$ cat config.mk
export PLATFORM = sky130hd
export DESIGN_NAME = cdr_lock_seq
export DESIGN_NICKNAME = d
export VERILOG_FILES = /design/src/rtl/cdr_seq_pkg.sv /design/src/rtl/cdr_lock_det.sv /design/src/rtl/cdr_seq_timer.sv /design/src/rtl/cdr_seq_fsm.sv /design/src/rtl/cdr_lock_seq.sv
export SDC_FILE = /design/constraint.sdc
export NUM_CORES = 1
export LEC_CHECK = 0
export BUFFER_PORTS_ARGS = -buffer_cell sky130_fd_sc_hd__clkbuf_2
export CAP_MARGIN = 5
export CORE_MARGIN = 2
export CORE_UTILIZATION = 30
export CTS_CLUSTER_SIZE = 40
export DETAILED_ROUTE_END_ITERATION = 8
export MAX_ROUTING_LAYER = met4
export PLACE_DENSITY = 0.58
export SYNTH_ARGS = -nofsm -noshare
export SYNTH_HDL_FRONTEND = slang
export SYNTH_SLANG_ARGS = --single-unit
$ cat constraint.sdc
create_clock -name clk -period 5.05 [get_ports clk]
set_clock_uncertainty 0.1 [all_clocks]
set_input_delay 0.505 -clock clk [delete_from_list [all_inputs] [get_ports clk]]
set_output_delay 0.505 -clock clk [all_outputs]
set_load 0.02 [all_outputs]
$ cat src/rtl/cdr_seq_pkg.sv
`timescale 1ns/1ps
package cdr_seq_pkg;

    typedef enum logic [2:0] {
        ST_IDLE       = 3'd0,
        ST_NRZ_ADAPT  = 3'd1,
        ST_NRZ_LOCK   = 3'd2,
        ST_PAM4_ADAPT = 3'd3,
        ST_TRACK      = 3'd4
    } seq_state_e;

    typedef struct packed {
        logic cmp_pam4;
        logic eq_en;
        logic gain_en;
        logic thr_en;
        logic track_en;
    } seq_ctrl_t;

    // Output decode per state: mode select and adaptation enables.
    function automatic seq_ctrl_t ctrl_of(seq_state_e s);
        seq_ctrl_t c;
        c = '0;
        case (s)
            ST_NRZ_ADAPT: begin
                c.eq_en   = 1'b1;
                c.gain_en = 1'b1;
                c.thr_en  = 1'b1;
            end
            ST_PAM4_ADAPT: begin
                c.cmp_pam4 = 1'b1;
                c.eq_en    = 1'b1;
                c.thr_en   = 1'b1;
            end
            ST_TRACK: begin
                c.cmp_pam4 = 1'b1;
                c.track_en = 1'b1;
            end
            default: c = '0;
        endcase
        return c;
    endfunction

    function automatic logic is_lock_wait(seq_state_e s);
        return (s == ST_NRZ_LOCK) || (s == ST_TRACK);
    endfunction

endpackage

$ cat src/rtl/cdr_lock_det.sv
`timescale 1ns/1ps
module cdr_lock_det #(
    parameter int PE_W  = 12,
    parameter int CNT_W = 8
) (
    input  logic             clk,
    input  logic             rst,
    input  logic             clr_i,
    input  logic             win_valid_i,
    input  logic [PE_W-1:0]  pe_acc_i,
    input  logic [PE_W-1:0]  thr_i,
    input  logic [CNT_W-1:0] req_i,
    output logic             lock_o
);
    localparam logic [CNT_W-1:0] RUN_MAX = {CNT_W{1'b1}};
    localparam logic [CNT_W-1:0] RUN_ONE = CNT_W'(1);

    logic [PE_W-1:0]  mag;
    logic             quiet;
    logic [CNT_W-1:0] eff_req;
    logic [CNT_W-1:0] run_q;

    always_comb begin
        mag     = pe_acc_i[PE_W-1] ? (~pe_acc_i + 1'b1) : pe_acc_i;
        quiet   = (mag < thr_i);
        eff_req = (req_i == '0) ? RUN_ONE : req_i;
    end

    always_ff @(posedge clk) begin
        if (rst || clr_i) begin
            run_q <= '0;
        end else if (win_valid_i) begin
            if (!quiet)
                run_q <= '0;
            else if (run_q != RUN_MAX)
                run_q <= run_q + 1'b1;
        end
    end

    assign lock_o = (run_q >= eff_req);

    // a cleared run cannot report lock on the next cycle
    a_r4_clear_drops_lock: assert property (@(posedge clk) disable iff (rst)
        clr_i |=> !lock_o);

    // a loud window breaks the run
    a_r4_loud_breaks_run: assert property (@(posedge clk) disable iff (rst)
        (!clr_i && win_valid_i && !quiet) |=> !lock_o);

endmodule

$ cat src/rtl/cdr_seq_timer.sv
`timescale 1ns/1ps
module cdr_seq_timer #(
    parameter int W = 16
) (
    input  logic         clk,
    input  logic         rst,
    input  logic         clr_i,
    output logic [W-1:0] cnt_o
);
    localparam logic [W-1:0] CNT_MAX = {W{1'b1}};

    logic [W-1:0] cnt_q;

    always_ff @(posedge clk) begin
        if (rst || clr_i)
            cnt_q <= '0;
        else if (cnt_q != CNT_MAX)
            cnt_q <= cnt_q + 1'b1;
    end

    assign cnt_o = cnt_q;

    // time in state advances one per cycle until saturation
    a_r3_timer_steps: assert property (@(posedge clk) disable iff (rst)
        (!clr_i && cnt_o != CNT_MAX) |=> (cnt_o == $past(cnt_o) + 1'b1));

endmodule

$ cat src/rtl/cdr_seq_fsm.sv
`timescale 1ns/1ps
module cdr_seq_fsm
    import cdr_seq_pkg::*;
#(
    parameter int TO_W         = 16,
    parameter int RETRY_W      = 4,
    parameter int ADAPT_BUDGET = 64
) (
    input  logic               clk,
    input  logic               rst,
    input  logic               en_i,
    input  logic               start_i,
    input  logic               nrz_done_i,
    input  logic               pam4_done_i,
    input  logic               lock_i,
    input  logic [TO_W-1:0]    tcnt_i,
    input  logic [TO_W-1:0]    timeout_i,
    output seq_state_e         state_o,
    output logic [RETRY_W-1:0] retry_o,
    output logic               tlock_o,
    output logic               tclr_o
);
    localparam logic [TO_W-1:0]    BUDGET_LAST = TO_W'(ADAPT_BUDGET - 1);
    localparam logic [RETRY_W-1:0] RETRY_MAX   = {RETRY_W{1'b1}};

    seq_state_e         state_q, state_d;
    logic [RETRY_W-1:0] retry_q, retry_d, retry_inc;
    logic               tlock_q, tlock_d;
    logic [TO_W-1:0]    timeout_last;
    logic               budget_hit, timeout_hit;

    always_comb begin
        timeout_last = (timeout_i == '0) ? '0 : timeout_i - 1'b1;
        budget_hit   = (tcnt_i == BUDGET_LAST);
        timeout_hit  = (tcnt_i == timeout_last);
        retry_inc    = (retry_q == RETRY_MAX) ? retry_q : retry_q + 1'b1;
    end

    always_comb begin
        state_d = state_q;
        retry_d = retry_q;
        tlock_d = 1'b0;
        if (!en_i) begin
            state_d = ST_IDLE;
        end else begin
            case (state_q)
                ST_IDLE: begin
                    if (start_i) begin
                        state_d = ST_NRZ_ADAPT;
                        retry_d = '0;
                    end
                end
                ST_NRZ_ADAPT: begin
                    if (nrz_done_i || budget_hit)
                        state_d = ST_NRZ_LOCK;
                end
                ST_NRZ_LOCK: begin
                    if (lock_i) begin
                        state_d = ST_PAM4_ADAPT;
                    end else if (timeout_hit) begin
                        state_d = ST_NRZ_ADAPT;
                        retry_d = retry_inc;
                    end
                end
                ST_PAM4_ADAPT: begin
                    if (pam4_done_i || budget_hit)
                        state_d = ST_TRACK;
                end
                ST_TRACK: begin
                    if (tlock_q || lock_i) begin
                        tlock_d = 1'b1;
                    end else if (timeout_hit) begin
                        state_d = ST_NRZ_ADAPT;
                        retry_d = retry_inc;
                    end
                end
                default: state_d = ST_IDLE;
            endcase
        end
    end

    always_ff @(posedge clk) begin
        if (rst) begin
            state_q <= ST_IDLE;
            retry_q <= '0;
            tlock_q <= 1'b0;
        end else begin
            state_q <= state_d;
            retry_q <= retry_d;
            tlock_q <= tlock_d;
        end
    end

    assign state_o = state_q;
    assign retry_o = retry_q;
    assign tlock_o = tlock_q;
    assign tclr_o  = (state_d != state_q);

    // four-level mode never entered from binary lock wait without lock
    a_r5_pam4_needs_lock: assert property (@(posedge clk) disable iff (rst)
        (state_q == ST_NRZ_LOCK && !lock_i) |=> (state_q != ST_PAM4_ADAPT));

    // enable low forces idle at the next edge
    a_r9_disable_idle: assert property (@(posedge clk) disable iff (rst)
        !en_i |=> (state_q == ST_IDLE));

    // retry count only steps by one or clears
    a_r8_retry_step: assert property (@(posedge clk) disable iff (rst)
        (retry_q != $past(retry_q)) |->
            ((retry_q == $past(retry_q) + 1'b1) || (retry_q == '0)));

    // once locked in tracking, stay in tracking while enabled
    a_r7_lock_sticks: assert property (@(posedge clk) disable iff (rst)
        (tlock_q && en_i) |=> (state_q == ST_TRACK && tlock_q));

endmodule

$ cat src/rtl/cdr_lock_seq.sv
`timescale 1ns/1ps
module cdr_lock_seq
    import cdr_seq_pkg::*;
#(
    parameter int PE_W         = 12,
    parameter int CNT_W        = 8,
    parameter int TO_W         = 16,
    parameter int RETRY_W      = 4,
    parameter int ADAPT_BUDGET = 64
) (
    input  logic               clk,
    input  logic               rst,
    input  logic               en,
    input  logic               start,
    input  logic               eq_done,
    input  logic               gain_done,
    input  logic               thr_done,
    input  logic               win_valid,
    input  logic [PE_W-1:0]    pe_acc,
    input  logic [PE_W-1:0]    lock_thr,
    input  logic [CNT_W-1:0]   lock_req,
    input  logic [TO_W-1:0]    lock_timeout,
    output logic               cmp_pam4,
    output logic               eq_adapt_en,
    output logic               gain_adapt_en,
    output logic               thr_adapt_en,
    output logic               track_en,
    output logic               locked,
    output logic [RETRY_W-1:0] retry_cnt,
    output logic [2:0]         state_code
);
    seq_state_e      state;
    seq_ctrl_t       ctrl;
    logic            lock_now;
    logic            det_clr;
    logic            tclr;
    logic [TO_W-1:0] tcnt;
    logic            nrz_done, pam4_done;

    assign nrz_done  = eq_done & gain_done & thr_done;
    assign pam4_done = eq_done & thr_done;
    assign det_clr   = !is_lock_wait(state);

    cdr_lock_det #(.PE_W(PE_W), .CNT_W(CNT_W)) lock_det_i (
        .clk         (clk),
        .rst         (rst),
        .clr_i       (det_clr),
        .win_valid_i (win_valid),
        .pe_acc_i    (pe_acc),
        .thr_i       (lock_thr),
        .req_i       (lock_req),
        .lock_o      (lock_now)
    );

    cdr_seq_timer #(.W(TO_W)) timer_i (
        .clk   (clk),
        .rst   (rst),
        .clr_i (tclr),
        .cnt_o (tcnt)
    );

    cdr_seq_fsm #(
        .TO_W(TO_W), .RETRY_W(RETRY_W), .ADAPT_BUDGET(ADAPT_BUDGET)
    ) fsm_i (
        .clk         (clk),
        .rst         (rst),
        .en_i        (en),
        .start_i     (start),
        .nrz_done_i  (nrz_done),
        .pam4_done_i (pam4_done),
        .lock_i      (lock_now),
        .tcnt_i      (tcnt),
        .timeout_i   (lock_timeout),
        .state_o     (state),
        .retry_o     (retry_cnt),
        .tlock_o     (locked),
        .tclr_o      (tclr)
    );

    assign ctrl          = ctrl_of(state);
    assign cmp_pam4      = ctrl.cmp_pam4;
    assign eq_adapt_en   = ctrl.eq_en;
    assign gain_adapt_en = ctrl.gain_en;
    assign thr_adapt_en  = ctrl.thr_en;
    assign track_en      = ctrl.track_en;
    assign state_code    = state;

    // accepted start enables full adaptation in binary mode
    a_r2_start_adapts: assert property (@(posedge clk) disable iff (rst)
        (state_code == 3'd0 && en && start) |=>
            (eq_adapt_en && gain_adapt_en && thr_adapt_en && !cmp_pam4));

    // tracking is entered only from four-level adapt
    a_r6_track_entry: assert property (@(posedge clk) disable iff (rst)
        (state_code != 3'd3 && state_code != 3'd4) |=> !track_en);

endmodule

# ---- Word level (Yosys, flattened, before mapping)
# Cells that the tools add are included.
dict set report word_totals {
  regBits 32
  latchBits 0
  mem_bits_rw 0
  rom_bits 0
  inputBits 56
  elab_cells 72
  n_memories 0
}
dict set report classes {
  addsub 5
  n_mul 0
  div_mod_pow 0
  order_cmp 2
  n_eq_ne 14
  shift 0
  mux 24
  n_bitwise 6
  n_reduce_logical 16
}
# cell count
set ops {}
lappend ops {{$mux 8} 3}
lappend ops {{$mux 3} 7}
lappend ops {{$mux 4} 5}
lappend ops {{$add 16x1->16 const B} 1}
lappend ops {{$eq 16x16->1} 1}
lappend ops {{$eq 16x6->1 const B} 1}
lappend ops {{$logic_not 16->1} 1}
lappend ops {{$mux 16} 1}
lappend ops {{$ne 16x16->1 const B} 1}
lappend ops {{$sub 16x1->16 const B} 1}
lappend ops {{$pmux 3 s5} 1}
lappend ops {{$add 12x1->12 const B} 1}
lappend ops {{$lt 12x12->1} 1}
lappend ops {{$mux 12} 1}
lappend ops {{$not 12->12} 1}
lappend ops {{$pmux 4 s3} 1}
lappend ops {{$add 8x1->8 const B} 1}
lappend ops {{$ge 8x8->1} 1}
lappend ops {{$logic_not 8->1} 1}
lappend ops {{$ne 2x2->1 const B} 4}
lappend ops {{$ne 8x8->1 const B} 1}
lappend ops {{$eq 3x2->1 const B} 2}
lappend ops {{$logic_or 1x1->1} 6}
lappend ops {{$mux 1} 5}
lappend ops {{other kinds (14)} 18}

# ---- Depth between registers and ports, before layout
# Gate-level depths: netlist of run 1.
dict set report depth {
  word_depth 9
  depth_mapped 13
}

# ---- By module
# From an unflattened synthesis of run 1, not the netlist that was laid out.
dict set report unflattened {
  cells_unflattened 486
  hier_area_um2 3743.6
}
# module n_inst cells_each area_each_um2
set by_module_without_submodules {}
lappend by_module_without_submodules {cdr_seq_fsm 1 229 1625.3}
lappend by_module_without_submodules {cdr_lock_det 1 152 1213.7}
lappend by_module_without_submodules {cdr_seq_timer 1 95 830.8}
lappend by_module_without_submodules {cdr_lock_seq 1 10 73.8}

# ---- Least setup slack after synthesis of run 1
# No wires, ideal clock.
dict set report synth_path {
  path_type {input -> register}
  startpoint {in lock_timeout[0]}
  endpoint {reg fsm_i.retry_q[3] (netlist: fsm_i.retry_o[3])}
  arrival_time_ps 3099
  setup_slack_ps 1781
  cell_stages 12
  path_buffers 1
  cell_sequence {inv_1 -> ha_1 -> buf_4 -> nor3b_1 -> and4_4 -> a21oi_2 -> a311o_1 -> a2111oi_2 -> and4_4 -> a31oi_4 -> or4_1 -> a21oi_1}
}
dict set report synth_via {
  elab_chain_cells 6
  elab_cells_between_ends 8
  classes_between {1 x add/sub; 1 x eq/ne; 5 x mux; 1 x reduce/logical}
}
# element line_no
set synth_lines {}
lappend synth_lines {{from (decl)} cdr_lock_seq.sv:22} ;# input logic [TO_W-1:0] lock_timeout,
lappend synth_lines {{$sub 16x1->16 or $logic_not 16->1 (tied branches)} cdr_seq_fsm.sv:33} ;# timeout_last = (timeout_i == '0) ? '0 : timeout_i - 1'b1;
lappend synth_lines {{$mux 16 (*)} cdr_seq_fsm.sv:33}
lappend synth_lines {{$eq 16x16->1 (*)} cdr_seq_fsm.sv:35} ;# timeout_hit = (tcnt_i == timeout_last);
lappend synth_lines {{$mux 4 (*)} -}
lappend synth_lines {{$mux 4, on equally long branches} -}
lappend synth_lines {{$pmux 4 s3 (*)} -}
lappend synth_lines {{to (signal assigned)} cdr_seq_fsm.sv:89} ;# retry_q <= retry_d;
lappend synth_lines {{to (decl)} cdr_seq_fsm.sv:27} ;# logic [RETRY_W-1:0] retry_q, retry_d, retry_inc;
# Mark *: on every way between the ends. The rest lies on a longest branch, timed or not. The select of a mux whose other input is x is not followed.
# A chain may end at the register's enable or synchronous reset.

# ---- Final worst setup path of run 1
dict set report layout_path {
  startpoint {in lock_timeout[0]}
  endpoint {reg timer_i.cnt_q[10] (netlist: timer_i.cnt_o[10])}
}
dict set report layout_via {
  elab_chain_cells 9
  elab_cells_between_ends 11
  classes_between {1 x add/sub; 2 x eq/ne; 6 x mux; 2 x reduce/logical}
}
# element line_no
set layout_lines {}
lappend layout_lines {{$sub 16x1->16 or $logic_not 16->1 (tied branches)} cdr_seq_fsm.sv:33}
lappend layout_lines {{$mux 16 (*)} cdr_seq_fsm.sv:33}
lappend layout_lines {{$eq 16x16->1 (*)} cdr_seq_fsm.sv:35}
lappend layout_lines {{$mux 3 (*)} {cdr_seq_fsm.sv:60, cdr_seq_fsm.sv:72}}
lappend layout_lines {{$mux 3, on equally long branches} {cdr_seq_fsm.sv:70, cdr_seq_fsm.sv:58}}
lappend layout_lines {{$pmux 3 s5 (*)} cdr_seq_fsm.sv:46} ;# case (state_q)
lappend layout_lines {{$mux 3 (*)} cdr_seq_fsm.sv:43} ;# if (!en_i) begin
lappend layout_lines {{$ne 3x3->1 (*)} cdr_seq_fsm.sv:97} ;# assign tclr_o = (state_d != state_q);
lappend layout_lines {{$logic_or 1x1->1 (*)} cdr_seq_timer.sv:15} ;# if (rst || clr_i)
lappend layout_lines {{to (signal assigned)} cdr_seq_timer.sv:18} ;# cnt_q <= cnt_q + 1'b1;
lappend layout_lines {{to (decl)} cdr_seq_timer.sv:12} ;# logic [W-1:0] cnt_q;
# Mark *: on every way between the ends. The rest lies on a longest branch, timed or not.

==> flow_metrics.py, run 1 <==
metrics = {
    "run_status": {
        "outcome": "finished, final reports clean",
    },
    "clock_tree": {
        "clock-root-buffer": "clkbuf_8",
        "cts_made_buffers": 5,
        "cts_max_level": 2,
        "clk_latency_ns": 0.27,
        "cts_tree": "built",
        "cts_resized": 0,
        "clock-sinks": 32,
        "clkTransAtPathRegs_ns": 0.06,
        "cts_hold_buf": 0,
        "post_cts_buffers": 0,
        "clock_path_buffers": 2,
    },
    "timing": {
        "maxClockFrequency_mhz": 272,
        "worstMarginPinSlew_ns": 0.697,
        "hold_viol": 0,
        "fin_crit_sh_pct": 72.9,
        "tns_ns": 0,
        "period_minus_slack_ns": 3.68,
        "slew_viol_final": 0,
        "finalSetupViolations": 0,
        "relSlewSlack_pct": 53.5,
        "rsz0062_at_grt": "false",
    },
    "die": {
        "die_y_um": 108,
        "ios": 69,
        "coreArea_um2": 10700,
        "initial_utilization_pct": 30.4,
        "rows": 38,
        "die_area_um2": 11700,
        "die_w_um": 108,
    },
    "setup_path": {
        "r2r-start": "timer_i.cnt_o[6]",
        "crit_arrival_ns": 3.71,
        "start_kind": "input pin",
        "r2r-end": "timer_i.cnt_o[10]",
        "cp-startpoint": "lock_timeout[0]",
        "regToRegSetupSlack_ns": 1.83,
        "ff2ff_path_depth": 9,
        "crit_path_end": "timer_i.cnt_o[10]",
        "crit_type": "input pin to flop",
        "crit_fanout": 16,
        "endpoint_kind": "flop",
        "worstPathRequired_ns": 5.08,
    },
    "power": {
        "ir_drop_v": 0.0000990,
        "powerDensity_nw_per_um2": 156,
        "p_leak_nw": 1.59,
    },
    "global_routing": {
        "grt-ovfl-total": 0,
        "grt_max_degree": 18,
        "antenna_found_initial": 0,
        "grt_util_all_layers_pct": 14.5,
        "grt_pass1_vias": 3028,
        "grt_first_pass_wirelength_mm": 13.8,
    },
    "logic_synthesis": {
        "synth_area_leaders": "dfxtp_1 20%, ha_1 9.2%, xnor2_1 6.2%, xor2_1 5.9%, nor2_1 5.1%",
        "synth_nets": 515,
        "syn_area_um2": 3260,
        "synth.most_common_cell": "nor2_1",
        "ys_seq_area_share_pct": 19.6,
        "synth-async-reset-ratio_pct": 0,
        "ys_ff_latch": 32,
        "synthCells": 435,
        "synth.largest_area_cell": "dfxtp_1",
        "yosysTopAreaCellShare_pct": 19.6,
        "yosys_warnings": 0,
        "syn_avg_cell_area_um2": 7.50,
        "ys_top_cells_by_count": "44 x nor2_1, 35 x inv_1, 35 x nand2_1, 32 x dfxtp_1, 26 x nand3_1",
        "synth_edf_count": 0,
        "ys_types": 71,
        "synth_ff_type": "dfxtp_1",
    },
    "finish": {
        "area_growth_pct": 15.0,
        "finalCoreUtilization_pct": 34.9,
        "antenna_cells": 0,
        "drive_above_1_share_pct": 18.7,
        "finalNonFillerCells": 633,
        "num-nets-final": 573,
    },
    "routing": {
        "via_per_inst": 5.29,
        "wire_per_inst_um": 12.8,
        "dr.pass1.iters": 4,
        "drtIter0Drc": 177,
        "finalWirelength_mm": 8.10,
        "route.detailed.drc": 0,
        "vias": 3347,
        "ant_nets": 0,
    },
    "placed_design": {
        "dp.cells": 626,
        "numPortBuffers": 68,
        "gp_congestion": 0.892,
        "dp_hpwl_mm": 6.44,
    },
    "run": {
        "drv_cap": 0,
    },
    "min_path": {
        "hp-class": "flop to flop",
    },
}
-- worst max-delay path: stages --
cell and delay, ns:
clkbuf_2 0.14, inv_1 0.09, ha_1 0.34, nor3b_1 0.42, and4_4 0.32, a21oi_1 0.07
mux2_2 0.31, a2111oi_2 0.35, and4_4 0.33, a31oi_1 0.12, o21ai_2 0.59, nor3_1 0.13
-- cells by family after synthesis --
kind of cell,share of synthesized area (%)
buffers and inverters,7.55
DFF,19.6
xor gates and xnor gates,12.8
muxes,1.61
AOI/OAI and AO/OA,19.3
and+or+nand+nor,29.9
adders and majority gates,9.20
-- layout by cell type, fill, tap and decap left out, drive strengths merged, types with 3 or more instances in the layout --
cell     count
clkbuf      74
nor2        44
inv         35
nand2       35
dfxtp       32
nand3       26
ha          24
xnor2       23
xor2        22
o21ai       20
a21oi       18
nor3        15
nand4       13
nor4        12
nand2b       9
and3         6
a211oi       5
a31oi        5
or3          5
o22ai        4
o31ai        4
a21o         4
o21a         4
nor2b        3
nor3b        3
mux2i        3
or4          3
a2111oi      3
-- per-stage QoR --
step	power, mW	instance area (um^2)	hold slack, ns	worst slack, ns
after floorplan	0.357	3260	0.405	1.78
after global placement	0.407	3670	0.389	1.26
after detailed placement	0.409	3670	0.403	1.07
after CTS	0.595	3750	0.417	1.36
after global routing	0.626	3750	0.428	1.09
final	0.587	3750	0.412	1.37
-- power by group --
part | total (mW) | leakage (nW) | switching (mW) | internal (mW)
clock network | 0.183 | 0.0410 | 0.0890 | 0.0936
logic | 0.145 | 1.29 | 0.0801 | 0.0647
registers | 0.259 | 0.258 | 0.00495 | 0.254
total | 0.587 | 1.59 | 0.174 | 0.413
-- final cells by class --
type | instances | area, um^2
clock buffer | 6 | 72.6
tap | 140 | 175
clock inverter | 1 | 5.00
fill | 1131 | 6990
timing repair buffer | 69 | 348
multi-input combinational | 349 | 2380
sequential | 32 | 641
inverter | 36 | 135
-- sequential cells by signal, summed over array words and instances, names as in the netlist --
signal            cells
fsm_i.retry_o         4
fsm_i.state_o         3
fsm_i.tlock_o         1
lock_det_i.run_q      8
timer_i.cnt_o        16
-- metal layers --
layer / share of wire [%] / track usage (%) / vias to the layer above
li1: - / - / 1695
met1: 47 / 19.0 / 1531
met2: 46 / 23.4 / 106
met3: 4.6 / 1.39 / 15
met4: 1.8 / 5.13 / 0
met5: 0 / - / -
-- worst min-delay path by stage --
| stage | from | endpoint | cells past startpoint |
|---|---|---|---|
| 2_1_floorplan | lock_det_i.run_q[6] | lock_det_i.run_q[6] | 2 |
| 3_3_place_gp | fsm_i.retry_o[3] | fsm_i.retry_o[3] | 2 |
| 3_5_place_dp | fsm_i.retry_o[3] | fsm_i.retry_o[3] | 2 |
| 4_1_cts | fsm_i.retry_o[3] | fsm_i.retry_o[3] | 2 |
| 5_1_grt | rst | fsm_i.retry_o[0] | 2 |
| 6_report | fsm_i.retry_o[3] | fsm_i.retry_o[3] | 2 |
(Power assumes the default switching activity.)
==> run 2: changes to the inputs <==
PLACE_DENSITY = 0.6   (was 0.58)
clock period = 3 ns   (was 5.05 ns; I/O delays follow)
==> run 2 against run 1 <==
Total power grew 99%; die area unchanged; critical endpoint is now fsm_i.retry_o[3]; critical path depth did not move; critical path type unchanged; via count rose by 3.4%; register-to-register slack worse by 1.6 ns; final cell count increased by 7.9%.
==> flow_metrics.py, run 2 (synthesis results as in run 1) <==
metrics = {
    "timing": {
        "fin_crit_sh_pct": 94.5,
        "whs_ns": 0.192,
        "relSlewSlack_pct": 64.7,
        "finalSetupViolations": 0,
        "maxClockFrequency_mhz": 353,
        "slew_viol_final": 0,
        "hold_viol": 0,
        "worstMarginPinSlew_ns": 0.516,
        "period_minus_slack_ns": 2.84,
        "rsz0062_at_grt": "true",
    },
    "finish": {
        "antenna_cells": 0,
        "multi_input_area_um2": 2400,
        "drive_above_1_share_pct": 27.1,
        "seqCellArea_um2": 641,
        "fillers": 1140,
        "area_growth_pct": 28.4,
        "finalNonFillerCells": 683,
        "largest_reg_flops": 16,
        "final_common_cell": "clkbuf_2",
        "layout_common_cells": "68 x clkbuf_2, 50 x buf_4, 44 x nor2_1, 35 x inv_1, 35 x nand2_1",
        "num-nets-final": 622,
        "final_area_um2": 4190,
    },
    "die": {
        "coreArea_um2": 10700,
        "die_area_um2": 11700,
        "rows": 38,
        "die_w_um": 108,
        "die_y_um": 108,
        "initial_utilization_pct": 30.4,
        "ios": 69,
    },
    "global_routing": {
        "grt_util_all_layers_pct": 15.5,
        "grt.met2_usage_pct": 26.8,
        "grt_max_degree": 17,
        "grtUsageMet3_pct": 2.23,
        "grtUsageMet1_pct": 18.4,
        "antenna_found_initial": 0,
        "grt_pass1_vias": 3397,
        "grt.busiest_layer": "met2",
        "grt_first_pass_wirelength_mm": 14.7,
        "grt-ovfl-total": 0,
    },
    "power": {
        "p_leak_nw": 1.86,
        "powerDensity_nw_per_um2": 279,
        "ir_drop_v": 0.000140,
    },
    "routing": {
        "wire_per_inst_um": 12.4,
        "dr.pass1.iters": 4,
        "via_per_inst": 5.07,
        "vias": 3460,
        "finalWirelength_mm": 8.50,
        "drtIter0Drc": 164,
        "ant_nets": 0,
        "route.detailed.drc": 0,
    },
    "clock_tree": {
        "clk_latency_ns": 0.29,
        "cts_made_buffers": 5,
        "cts_max_level": 2,
        "clock_path_buffers": 2,
        "clkTransAtPathRegs_ns": 0.07,
        "cts_hold_buf": 0,
        "clock-root-buffer": "clkbuf_8",
        "cts_tree": "built",
        "clock-sinks": 32,
    },
    "run_status": {
        "outcome": "finished, final reports clean",
    },
    "setup_path": {
        "crit_arrival_ns": 2.95,
        "start_kind": "input pin",
        "cpMostUsedCell": "and4_4",
        "crit_fanout": 6,
        "crit_buf_inv": 2,
        "endpoint_kind": "flop",
        "slowest_stage": "or4_1",
        "crit_type": "input pin to flop",
        "timing.critical_path.slowest_cell_delay_ns": 0.51,
        "critical_path.cell_chain": "clkbuf_2 -> inv_1 -> ha_2 -> nor3b_2 -> and4_4 -> a21oi_2 -> a311o_1 -> a2111oi_2 -> and4_4 -> a31oi_4 -> or4_1 -> a21oi_1",
        "cp_top_family": "simple AND/OR/NAND/NOR gates",
        "worstPathRequired_ns": 3.11,
    },
    "placed_design": {
        "dp_hpwl_mm": 6.98,
        "placed_area_um2": 4050,
        "dp.cells": 675,
        "gp_congestion": 0.897,
        "numPortBuffers": 68,
    },
    "run": {
        "drv_cap": 0,
    },
    "min_path": {
        "hp-class": "input pin to flop",
    },
}
## run 2: cell types whose count changed in the layout (fill, tap and decap cells not counted), sizes merged
cell	delta
buf	+49
clkinv	-1
bufinv	+1
clkbuf	+1
## run 2: area by class of cell
cell class / count / share of cell area, %
multi-input combinational: 349 / 57.2
timing repair buffer: 118 / 17.1
sequential: 32 / 15.3
tap: 140 / 4.18
inverter: 36 / 3.22
clock buffer: 7 / 2.30
clock inverter: 1 / 0.717
## run 2: timing repair
action                                  4_1_cts  5_1_grt
gates resized for setup                       0        4
endpoints found under the hold margin         0        0
endpoints found under the setup margin        0       10
buffers inserted                              0        0
## run 2: path summary, 6_finish.rpt
| path | cells after the start | slack (ns) | to | startpoint |
|---|---|---|---|---|
| max reg2reg | 10 | 0.21 | timer_i.cnt_o[15] | lock_det_i.run_q[5] |
| max | 12 | 0.16 | fsm_i.retry_o[3] | lock_timeout[1] |
| min reg2reg | 2 | 0.42 | fsm_i.retry_o[3] | fsm_i.retry_o[3] |
| min | 2 | 0.19 | fsm_i.retry_o[0] | rst |
## run 2: per-layer routing
layer / routed length [um] / share of wire, %
met1: 3920 / 46
met2: 4010 / 47
met3: 363 / 4.3
met4: 199 / 2.3
met5: 0 / 0
## run 2: per-stage QoR
stage | power [mW] | setup WS (ns) | TNS [ns] | util (%)
5_1_grt | 1.24 | -0.0144 | -0.0144 | 39.0
3_5_place_dp | 0.722 | -0.185 | -1.31 | 37.7
6_report | 1.17 | 0.164 | 0 | 39.0
2_1_floorplan | 0.602 | 0.0284 | 0 | -
3_3_place_gp | 0.717 | -0.0823 | -0.384 | 37.7
4_1_cts | 1.18 | 0.122 | 0 | 38.8
## run 2: report_power, final
group / total, mW / internal (mW) / switching [mW] / leakage [nW]
Sequential: 0.434 / 0.428 / 0.00534 / 0.258
Combinational: 0.280 / 0.138 / 0.143 / 1.54
Clock: 0.454 / 0.293 / 0.161 / 0.0645
